**src/rtl/rmap_pkg.sv**
```systemverilog
package rmap_pkg;
  localparam int unsigned DEF_ARCH_N = 32;
  localparam int unsigned DEF_PHYS_N = 64;
  localparam int unsigned DEF_CKPT_N = 4;
endpackage

```
**src/rtl/rmap_lowest.sv**
```systemverilog
module rmap_lowest #(
  parameter int unsigned N = 64,
  localparam int unsigned IW = $clog2(N)
) (
  input  logic [N-1:0]  vec,
  output logic          found,
  output logic [IW-1:0] idx
);
  always_comb begin
    found = 1'b0;
    idx   = '0;
    for (int i = N - 1; i >= 0; i--) begin
      if (vec[i]) begin
        found = 1'b1;
        idx   = IW'(i);
      end
    end
  end
endmodule

```
**src/rtl/rmap_ckpt.sv**
```systemverilog
module rmap_ckpt #(
  parameter int unsigned ARCH_N = 32,
  parameter int unsigned PHYS_N = 64,
  parameter int unsigned CKPT_N = 4,
  localparam int unsigned PW = $clog2(PHYS_N),
  localparam int unsigned CW = $clog2(CKPT_N),
  localparam int unsigned MW = ARCH_N * PW
) (
  input  logic              clk,
  input  logic              rst,
  input  logic              wr_en,
  input  logic [CW-1:0]     wr_idx,
  input  logic [MW-1:0]     wr_map,
  input  logic [PHYS_N-1:0] wr_free,
  input  logic [PHYS_N-1:0] commit_mask,
  input  logic [CW-1:0]     rd_idx,
  output logic [MW-1:0]     rd_map,
  output logic [PHYS_N-1:0] rd_free
);
  logic [MW-1:0]     snap_map  [CKPT_N];
  logic [PHYS_N-1:0] snap_free [CKPT_N];

  for (genvar c = 0; c < CKPT_N; c++) begin : g_slot
    always_ff @(posedge clk) begin
      if (rst) begin
        snap_map[c]  <= '0;
        snap_free[c] <= '0;
      end else if (wr_en && wr_idx == CW'(c)) begin
        snap_map[c]  <= wr_map;
        snap_free[c] <= wr_free;
      end else begin
        snap_free[c] <= snap_free[c] | commit_mask;
      end
    end
  end

  assign rd_map  = snap_map[rd_idx];
  assign rd_free = snap_free[rd_idx];
endmodule

```
**src/rtl/rmap_top.sv**
```systemverilog
module rmap_top
  import rmap_pkg::*;
#(
  parameter int unsigned ARCH_N   = DEF_ARCH_N,
  parameter int unsigned PHYS_N   = DEF_PHYS_N,
  parameter int unsigned CKPT_N   = DEF_CKPT_N,
  parameter bit          ZERO_REG = 1'b1,
  localparam int unsigned AW = $clog2(ARCH_N),
  localparam int unsigned PW = $clog2(PHYS_N),
  localparam int unsigned CW = $clog2(CKPT_N),
  localparam int unsigned MW = ARCH_N * PW
) (
  input  logic          clk,
  input  logic          rst,
  input  logic          ren_valid,
  input  logic          ren_has_dst,
  input  logic [AW-1:0] ren_dst,
  input  logic [AW-1:0] ren_src1,
  input  logic [AW-1:0] ren_src2,
  input  logic          ren_is_branch,
  output logic          ren_ready,
  output logic          out_valid,
  output logic          out_dst_valid,
  output logic [PW-1:0] out_dst_phys,
  output logic [PW-1:0] out_old_phys,
  output logic [PW-1:0] out_src1_phys,
  output logic [PW-1:0] out_src2_phys,
  output logic [CW-1:0] out_ckpt_id,
  input  logic          commit_valid,
  input  logic [PW-1:0] commit_phys,
  input  logic          recover_valid,
  input  logic [CW-1:0] recover_id,
  input  logic          release_valid
);
  logic [PW-1:0]     map_q [ARCH_N];
  logic [PHYS_N-1:0] free_q;
  logic [CW:0]       ck_head, ck_tail, ck_count;
  logic              ck_full, needs_dst, fire, found;
  logic [PW-1:0]     alloc_idx;
  logic [PHYS_N-1:0] commit_mask, alloc_mask, free_after;
  logic [MW-1:0]     map_flat_next, ck_rd_map;
  logic [PHYS_N-1:0] ck_rd_free;
  logic [CW-1:0]     rec_offset;

  rmap_lowest #(.N(PHYS_N)) u_pick (
    .vec(free_q), .found(found), .idx(alloc_idx)
  );

  assign ck_count  = ck_tail - ck_head;
  assign ck_full   = ck_count == (CW+1)'(CKPT_N);
  assign needs_dst = ren_has_dst && !(ZERO_REG && ren_dst == '0);
  assign ren_ready = !recover_valid && (!needs_dst || found) &&
                     (!ren_is_branch || !ck_full);
  assign fire      = ren_valid && ren_ready;

  always_comb begin
    commit_mask = '0;
    alloc_mask  = '0;
    if (commit_valid) commit_mask[commit_phys] = 1'b1;
    if (fire && needs_dst) alloc_mask[alloc_idx] = 1'b1;
  end
  assign free_after = (free_q & ~alloc_mask) | commit_mask;

  always_comb begin
    for (int i = 0; i < ARCH_N; i++) begin
      if (fire && needs_dst && ren_dst == AW'(i))
        map_flat_next[i*PW +: PW] = alloc_idx;
      else
        map_flat_next[i*PW +: PW] = map_q[i];
    end
  end

  rmap_ckpt #(.ARCH_N(ARCH_N), .PHYS_N(PHYS_N), .CKPT_N(CKPT_N)) u_ckpt (
    .clk(clk), .rst(rst),
    .wr_en(fire && ren_is_branch), .wr_idx(ck_tail[CW-1:0]),
    .wr_map(map_flat_next), .wr_free(free_after),
    .commit_mask(commit_mask),
    .rd_idx(recover_id), .rd_map(ck_rd_map), .rd_free(ck_rd_free)
  );

  assign rec_offset = recover_id - ck_head[CW-1:0];

  always_ff @(posedge clk) begin
    if (rst) begin
      for (int i = 0; i < ARCH_N; i++) map_q[i] <= PW'(i);
      for (int p = 0; p < PHYS_N; p++) free_q[p] <= (p >= ARCH_N);
      ck_head <= '0;
      ck_tail <= '0;
    end else begin
      if (recover_valid) begin
        for (int i = 0; i < ARCH_N; i++) map_q[i] <= ck_rd_map[i*PW +: PW];
        free_q  <= ck_rd_free | commit_mask;
        ck_tail <= ck_head + {1'b0, rec_offset};
      end else begin
        for (int i = 0; i < ARCH_N; i++) map_q[i] <= map_flat_next[i*PW +: PW];
        free_q <= free_after;
        if (fire && ren_is_branch) ck_tail <= ck_tail + 1'b1;
      end
      if (release_valid) ck_head <= ck_head + 1'b1;
    end
  end

  always_ff @(posedge clk) begin
    if (rst) begin
      out_valid     <= 1'b0;
      out_dst_valid <= 1'b0;
      out_dst_phys  <= '0;
      out_old_phys  <= '0;
      out_src1_phys <= '0;
      out_src2_phys <= '0;
      out_ckpt_id   <= '0;
    end else begin
      out_valid     <= fire;
      out_dst_valid <= fire && needs_dst;
      out_dst_phys  <= alloc_idx;
      out_old_phys  <= map_q[ren_dst];
      out_src1_phys <= map_q[ren_src1];
      out_src2_phys <= map_q[ren_src2];
      out_ckpt_id   <= ck_tail[CW-1:0];
    end
  end

  // the encoder may only hand out a register the freelist holds
  a_r3_alloc_is_free: assert property (@(posedge clk) disable iff (rst)
    fire && needs_dst |-> free_q[alloc_idx]);
  // a new register never equals the mapping it replaces
  a_r3_new_not_old: assert property (@(posedge clk) disable iff (rst)
    out_valid && out_dst_valid |-> out_dst_phys != out_old_phys);
  // outstanding checkpoints stay within the ring
  a_r7_ckpt_bound: assert property (@(posedge clk) disable iff (rst)
    ck_count <= (CW+1)'(CKPT_N));
  // a recovery cycle produces no renamed result
  a_r11_quiet_recover: assert property (@(posedge clk) disable iff (rst)
    recover_valid |=> !out_valid);
  // register zero keeps physical register zero
  a_r4_zero_fixed: assert property (@(posedge clk) disable iff (rst)
    ZERO_REG |-> map_q[0] == '0);
  // an empty freelist blocks a request that needs a destination
  a_r6_stall_empty: assert property (@(posedge clk) disable iff (rst)
    free_q == '0 && needs_dst |-> !ren_ready);
endmodule

```
**config.mk**
```make
export PLATFORM = sky130hd
export DESIGN_NAME = rmap_top
export DESIGN_NICKNAME = d
export VERILOG_FILES = /design/src/rtl/rmap_pkg.sv /design/src/rtl/rmap_lowest.sv /design/src/rtl/rmap_ckpt.sv /design/src/rtl/rmap_top.sv
export SDC_FILE = /design/constraint.sdc
export NUM_CORES = 2
export LEC_CHECK = 0
export BUFFER_PORTS_ARGS = -buffer_cell sky130_fd_sc_hd__clkbuf_2
export CORE_MARGIN = 5
export CORE_UTILIZATION = 45
export DETAILED_ROUTE_END_ITERATION = 6
export GPL_TIMING_DRIVEN = 0
export MAX_ROUTING_LAYER = met4
export SKIP_CTS_REPAIR_TIMING = 1
export SYNTH_ARGS = -nofsm -noshare
export SYNTH_HDL_FRONTEND = slang
export SYNTH_SLANG_ARGS = --single-unit
```
**constraint.sdc**
```tcl
create_clock -name clk -period 11 [get_ports clk]
set_clock_uncertainty 0.2 [all_clocks]
set_input_delay 0 -clock clk [delete_from_list [all_inputs] [get_ports clk]]
set_output_delay 0 -clock clk [all_outputs]
set_load 0.01 [all_outputs]
```
After elaboration in Yosys (flattened, before gate mapping). Memory sizes are Yosys's and may differ from the RTL's. A register that Yosys moved wholly into a read port is not among the register bits. Cells that the tools add are included.

RAM bits: 1216. Memories kept: 3. Register bits: 80.

Add/sub/neg operators: 5. $lt $le $gt $ge: 4. Reductions and logical operators: 54. Bitwise operators: 84. Multiplexer cells: 277. Eq/ne operators: 35.

Memories: u_ckpt.snap_map (depth 4, width 192, read ports 1, clocked after memory_dff 0, wr ports 4, RTL line rmap_ckpt.sv:20) `logic [MW-1:0] snap_map [CKPT_N];`; u_ckpt.snap_free (depth 4, width 64, read ports 5, clocked after memory_dff 0, wr ports 4, RTL line rmap_ckpt.sv:21) `logic [PHYS_N-1:0] snap_free [CKPT_N];`; map_q (depth 32, width 6, read ports 35, clocked after memory_dff 3, wr ports 32, RTL line rmap_top.sv:35) `logic [PW-1:0] map_q [ARCH_N];`.

Operators by type and width (number): $mux W6 (160); $mux W192 (4); $mux W64 (11); $or A64 B64 Y64 (6); $mux W1 (98); $eq A5 B5 Y1 const B (16); $or A1 B1 Y1 (76); $and A64 B64 Y64 (1); $not A64 Y64 (1); $logic_and A1 B1 Y1 (44); $eq A5 B4 Y1 const B (8); $eq A5 B3 Y1 const B (4); $lt A6 B7 Y1 const B (2); $demux W1 S6 (2); $ge A6 B1 Y1 const B (2); $eq A5 B2 Y1 const B (2); $add A3 B1 Y3 const B (2); $mux W3 (2); $eq A5 B1 Y1 const B (1); $logic_not A1 Y1 (5); $logic_not A5 Y1 (1); $eq A2 B2 Y1 const B (2); $add A3 B2 Y3 (1); $eq A3 B3 Y1 const B (1); other kinds (6) (7).

Logic depth before layout (Yosys ltp).
Word-level depth: 75. Depth in mapped cells: 12.

Cells and area by module. From an unflattened synthesis, not the netlist that was laid out.

Cell total of the unflattened synthesis: 5176. Area total of the unflattened synthesis: 69501.7 µm².

By module, submodules not included: rmap_ckpt (instances 1, sequential area each 30749.5 µm², area an instance 46483.3 µm², cells an instance 2792); rmap_top (instances 1, sequential area each 7727.4 µm², area an instance 22255.1 µm², cells an instance 2244); rmap_lowest (instances 1, sequential area each 0.0 µm², area an instance 763.2 µm², cells an instance 140).

Worst setup path after synthesis. No wires, ideal clock.

Path type: flip-flop to flip-flop. Start: register ck_tail[0]. End: memory u_ckpt.snap_free[0][56] (data pin). Period minus slack after synthesis: 6.969 ns. Buffers on the path: 2. Setup time: 0.258 ns. Setup slack: 4.031 ns. Required time: 10.542 ns. Arrival: 6.511 ns. Cell stages (with the launch flop): 12. Cell sequence: dfxtp_1 -> inv_1 -> ha_1 -> and3_1 -> buf_1 -> a21o_1 -> clkbuf_1 -> a21oi_1 -> a31oi_2 -> inv_1 -> o21ai_0 -> a31o_2.

RTL lines: from (decl) (RTL line rmap_top.sv:37) `logic [CW:0] ck_head, ck_tail, ck_count;`; from (signal assigned) (RTL line rmap_top.sv:93) `ck_tail <= ck_head + {1'b0, rec_offset};`; from (signal assigned) (RTL line rmap_top.sv:97) `if (fire && ren_is_branch) ck_tail <= ck_tail + 1'b1;`; to (decl) (RTL line rmap_ckpt.sv:21).

==> flow_summary.json <==
{
  "finalNetCount": 5735,
  "finalPower_mw": 12.7,
  "cpPeakStageDelay_ns": 1.11,
  "synth_top_area_cell": "sky130_fd_sc_hd__edfxtp_1",
  "yosys_most_used_dff": "sky130_fd_sc_hd__edfxtp_1",
  "firstDrtPassIters": 6,
  "worst_slew_margin_rel_pct": -6.64,
  "drt.antenna.violating_nets": 0,
  "max-clock-path-buffers": 3,
  "worst-endpoint-arrival_ns": 6.90,
  "worst-slew-pin-transition_ns": 1.59,
  "hold-worst-slack_ns": -0.00468,
  "worst_setup_path_end_kind": "flip-flop",
  "drcViolationCount": 0,
  "chipHeight_um": 392,
  "finalSetupViolations": 0,
  "detailed_place.area_um2": 70300,
  "dp.final_hpwl_um": 182000,
  "ys_seq_area_share_pct": 58.6,
  "syn-mean-instance-area_um2": 13.1,
  "final.setup.tns_ns": 0,
  "grt_first_pass_wirelength_um": 366000,
  "critPathCapture": "u_ckpt.snap_map[1][46]",
  "utilization_after_layout_pct": 51.8,
  "cp_common_cell": "sky130_fd_sc_hd__clkbuf_1",
  "wirelength_um": 262000,
  "grt_pass1_vias": 48000,
  "cells_after_synth": 5017,
  "final_design_area_no_fill_um2": 75300,
  "period_minus_slack_ns": 6.57,
  "synthArstFlopShare_pct": 0,
  "drtIter0Drc": 7831,
  "regToRegStartpoint": "free_q[5]",
  "worst_skew_pair.late_latency_ns": 0.81,
  "vias": 50700,
  "stdcell_count": 7751,
  "core_area_um2": 145000,
  "worst_slack_ns": 4.43,
  "cp_cell_sequence": "clkbuf_1 -> nor4_1 -> nand4_1 -> nor4_2 -> a2111oi_2 -> nand2_1 -> clkbuf_1 -> buf_2 -> nor2_1",
  "cp_data_required_time_ns": 11.33,
  "power.density_cell_area_nw_per_um2": 168,
  "r2r_slack_ns": 4.43,
  "placed_cells": 7441,
  "global_route.overflow_total": 0,
  "worstPathMaxFanout": 10,
  "grt_antenna_before_repair": 22,
  "clock_sink_count": 1314,
  "power.net_switching_mw": 3.60,
  "cts_buffers": 148,
  "routed_wire_per_std_cell_um": 33.8,
  "outcome": "complete, but fails checks",
  "filler_cell_count": 12700,
  "grt_usage_pct": 34.8,
  "synth_largest_type_area_fraction_pct": 55.6,
  "htree_levels": 4,
  "floorplan.initialDensity_pct": 45.1,
  "yosys_register_bits": 1314,
  "start_kind": "flip-flop",
  "reg2reg_depth": 9,
  "synth-warning-count": 0,
  "setup_ws_pre_cts_ns": 4.79,
  "setup.worst_path.class": "reg -> reg",
  "post_synth_instance_area_um2": 65600,
  "min_path_type": "in -> reg",
  "power.sequential.fraction_pct": 46.8,
  "largest_net_degree_at_the_start_of_global_routing": 78,
  "power_share_of_the_clock_group_pct": 38.6,
  "die_area_um2": 154000,
  "synth-edff-count": 1216,
  "timing_hold_violations_final": 1,
  "drv_slew": 50,
  "drv.max_cap_violation_count": 5,
  "port-buffer-count": 48,
  "internal_power_mw": 9.07,
  "failed_checks": "negative hold slack, max-capacitance violations, max-slew violations",
  "p_sw_share_pct": 28.4,
  "ios": 60,
  "place.gp.congestion": 1.06,
  "portion_of_total_power_attributed_to_combinational_logic_pct": 14.5,
  "setup_repair_after_global_routing_missed_its_margin": "false",
  "worstSetupStartpoint": "free_q[5]",
  "rows": 140,
  "reg2reg_to": "u_ckpt.snap_map[1][46]",
  "p_leak_nw": 26.4,
  "clkTransAtPathRegs_ns": 0.06,
  "layout_cells_sized_above_1_pct": 15.1,
  "ir_drop_uv": 151,
  "yosys.cell_types.count": 81,
  "areaGrowthSynthToFinish_pct": 14.7,
  "crit_path_top_delay_cell": "sky130_fd_sc_hd__clkbuf_1",
  "tritoncts": "done",
  "final_min_period_over_clock_period_pct": 59.7,
  "cts.root.buffer_cell": "sky130_fd_sc_hd__clkbuf_16",
  "floorplan.die.width_um": 392,
  "vias_per_cell": 6.54,
  "timing.fmax_ghz": 0.152,
  "synth.area.top_cells": "sky130_fd_sc_hd__edfxtp_1 (56%), sky130_fd_sc_hd__mux4_2 (15%), sky130_fd_sc_hd__nor2_1 (5.4%)"
}
-- state kept, by name, indices dropped and copies added (netlist names) --
name / flops
ck_head: 3
u_ckpt.snap_map: 768
out_old_phys: 6
out_valid: 1
u_ckpt.snap_free: 256
out_dst_valid: 1
free_q: 64
out_ckpt_id: 2
out_src1_phys: 6
out_src2_phys: 6
out_dst_phys: 6
ck_tail: 3
map_q: 192
-- power groups by stage --
stage / Clock [mW] / Combinational (mW) / Sequential [mW]
after global routing: 5.12 / 1.87 / 5.95
after floorplan: 0 / 0.958 / 5.97
final: 4.90 / 1.84 / 5.94
after global placement: 0 / 1.71 / 6.07
after detailed placement: 0 / 1.74 / 6.03
after CTS: 4.92 / 1.75 / 5.93
-- Yosys cell counts (20+ instances only) --
cell,number
sky130_fd_sc_hd__a211oi_1,44
sky130_fd_sc_hd__a21oi_1,372
sky130_fd_sc_hd__a22oi_1,20
sky130_fd_sc_hd__and2_1,25
sky130_fd_sc_hd__buf_1,71
sky130_fd_sc_hd__buf_2,65
sky130_fd_sc_hd__clkbuf_1,305
sky130_fd_sc_hd__dfxtp_1,98
sky130_fd_sc_hd__edfxtp_1,1216
sky130_fd_sc_hd__inv_1,36
sky130_fd_sc_hd__mux2i_1,188
sky130_fd_sc_hd__mux4_2,436
sky130_fd_sc_hd__nand2_1,188
sky130_fd_sc_hd__nand3_1,29
sky130_fd_sc_hd__nor2_1,949
sky130_fd_sc_hd__nor3_1,48
sky130_fd_sc_hd__nor4_1,37
sky130_fd_sc_hd__o211ai_1,27
sky130_fd_sc_hd__o21ai_0,269
sky130_fd_sc_hd__o21ai_1,40
sky130_fd_sc_hd__o22ai_1,134
sky130_fd_sc_hd__o311ai_0,41
sky130_fd_sc_hd__o31ai_1,45
sky130_fd_sc_hd__o41ai_1,37
-- per-layer routing --
| metal | track usage (%) | wire [um] |
|---|---|---|
| met2 | 48.7 | 113000 |
| met3 | 10.4 | 35100 |
| met4 | 15.7 | 13900 |
| met1 | 47.0 | 100000 |
| met5 | - | 0 |
-- final cells by class --
class                           instances  area [um^2]  share of cell area, %
Sequential cell                      1314        38500                   51.1
Multi-Input combinational cell       3670        27000                   35.8
Clock buffer                          194         4030                   5.36
Tap cell                             1917         2400                   3.19
Buffer                                444         1800                   2.39
Timing Repair Buffer                   81          732                  0.972
Clock inverter                         74          642                  0.853
Inverter                               36          165                  0.219
Antenna cell                           21         52.6                 0.0698
-- cell families (layout without fill, tap and decap cells) --
family | Yosys count | after routing | synth area share (%)
muxes | 630 | 630 | 17.9
xor gates and xnor gates | 7 | 7 | 0.0934
AOI/OAI and AO/OA | 1168 | 1168 | 11.1
and+or+nand+nor | 1408 | 1408 | 9.13
DFF | 1314 | 1314 | 58.6
buffers and inverters | 480 | 829 | 2.90
adders and majority gates | 9 | 9 | 0.194
other | 1 | 469 | 0.00571
-- placed cells by master (no fill, tap or decap), drive strengths merged, types with 58 or more instances in the layout --
cell	Yosys	layout
mux2i	188	188
mux4	436	436
conb	1	448
nand2	188	188
clkinv	0	58
a21oi	388	388
o22ai	134	134
nor2	949	949
edfxtp	1216	1216
buf	139	150
clkbuf	305	549
o21ai	309	309
dfxtp	98	98
-- worst min-delay path by stage --
stage / slack, ns / cells after the start / to / startpoint
global placement: 0.15 / 3 / ck_head[0] / release_valid
finish: -0.005 / 5 / u_ckpt.snap_map[3][8] / ren_dst[2]
global route: 0.004 / 5 / u_ckpt.snap_map[0][8] / ren_dst[2]
CTS: -0.66 / 3 / ck_head[0] / release_valid
floorplan: -0.05 / 2 / ck_head[0] / release_valid
detailed placement: 0.16 / 3 / ck_head[1] / release_valid
-- critical path, delay by kind of cell (launching register included) --
family / cells / cell delay, ns
and+or+nand+nor: 5 / 3.56
buffers and inverters: 3 / 1.83
AOI/OAI and AO/OA: 1 / 0.38
DFF: 1 / 0.30
No activity file was read; power rests on OpenSTA's default activity.
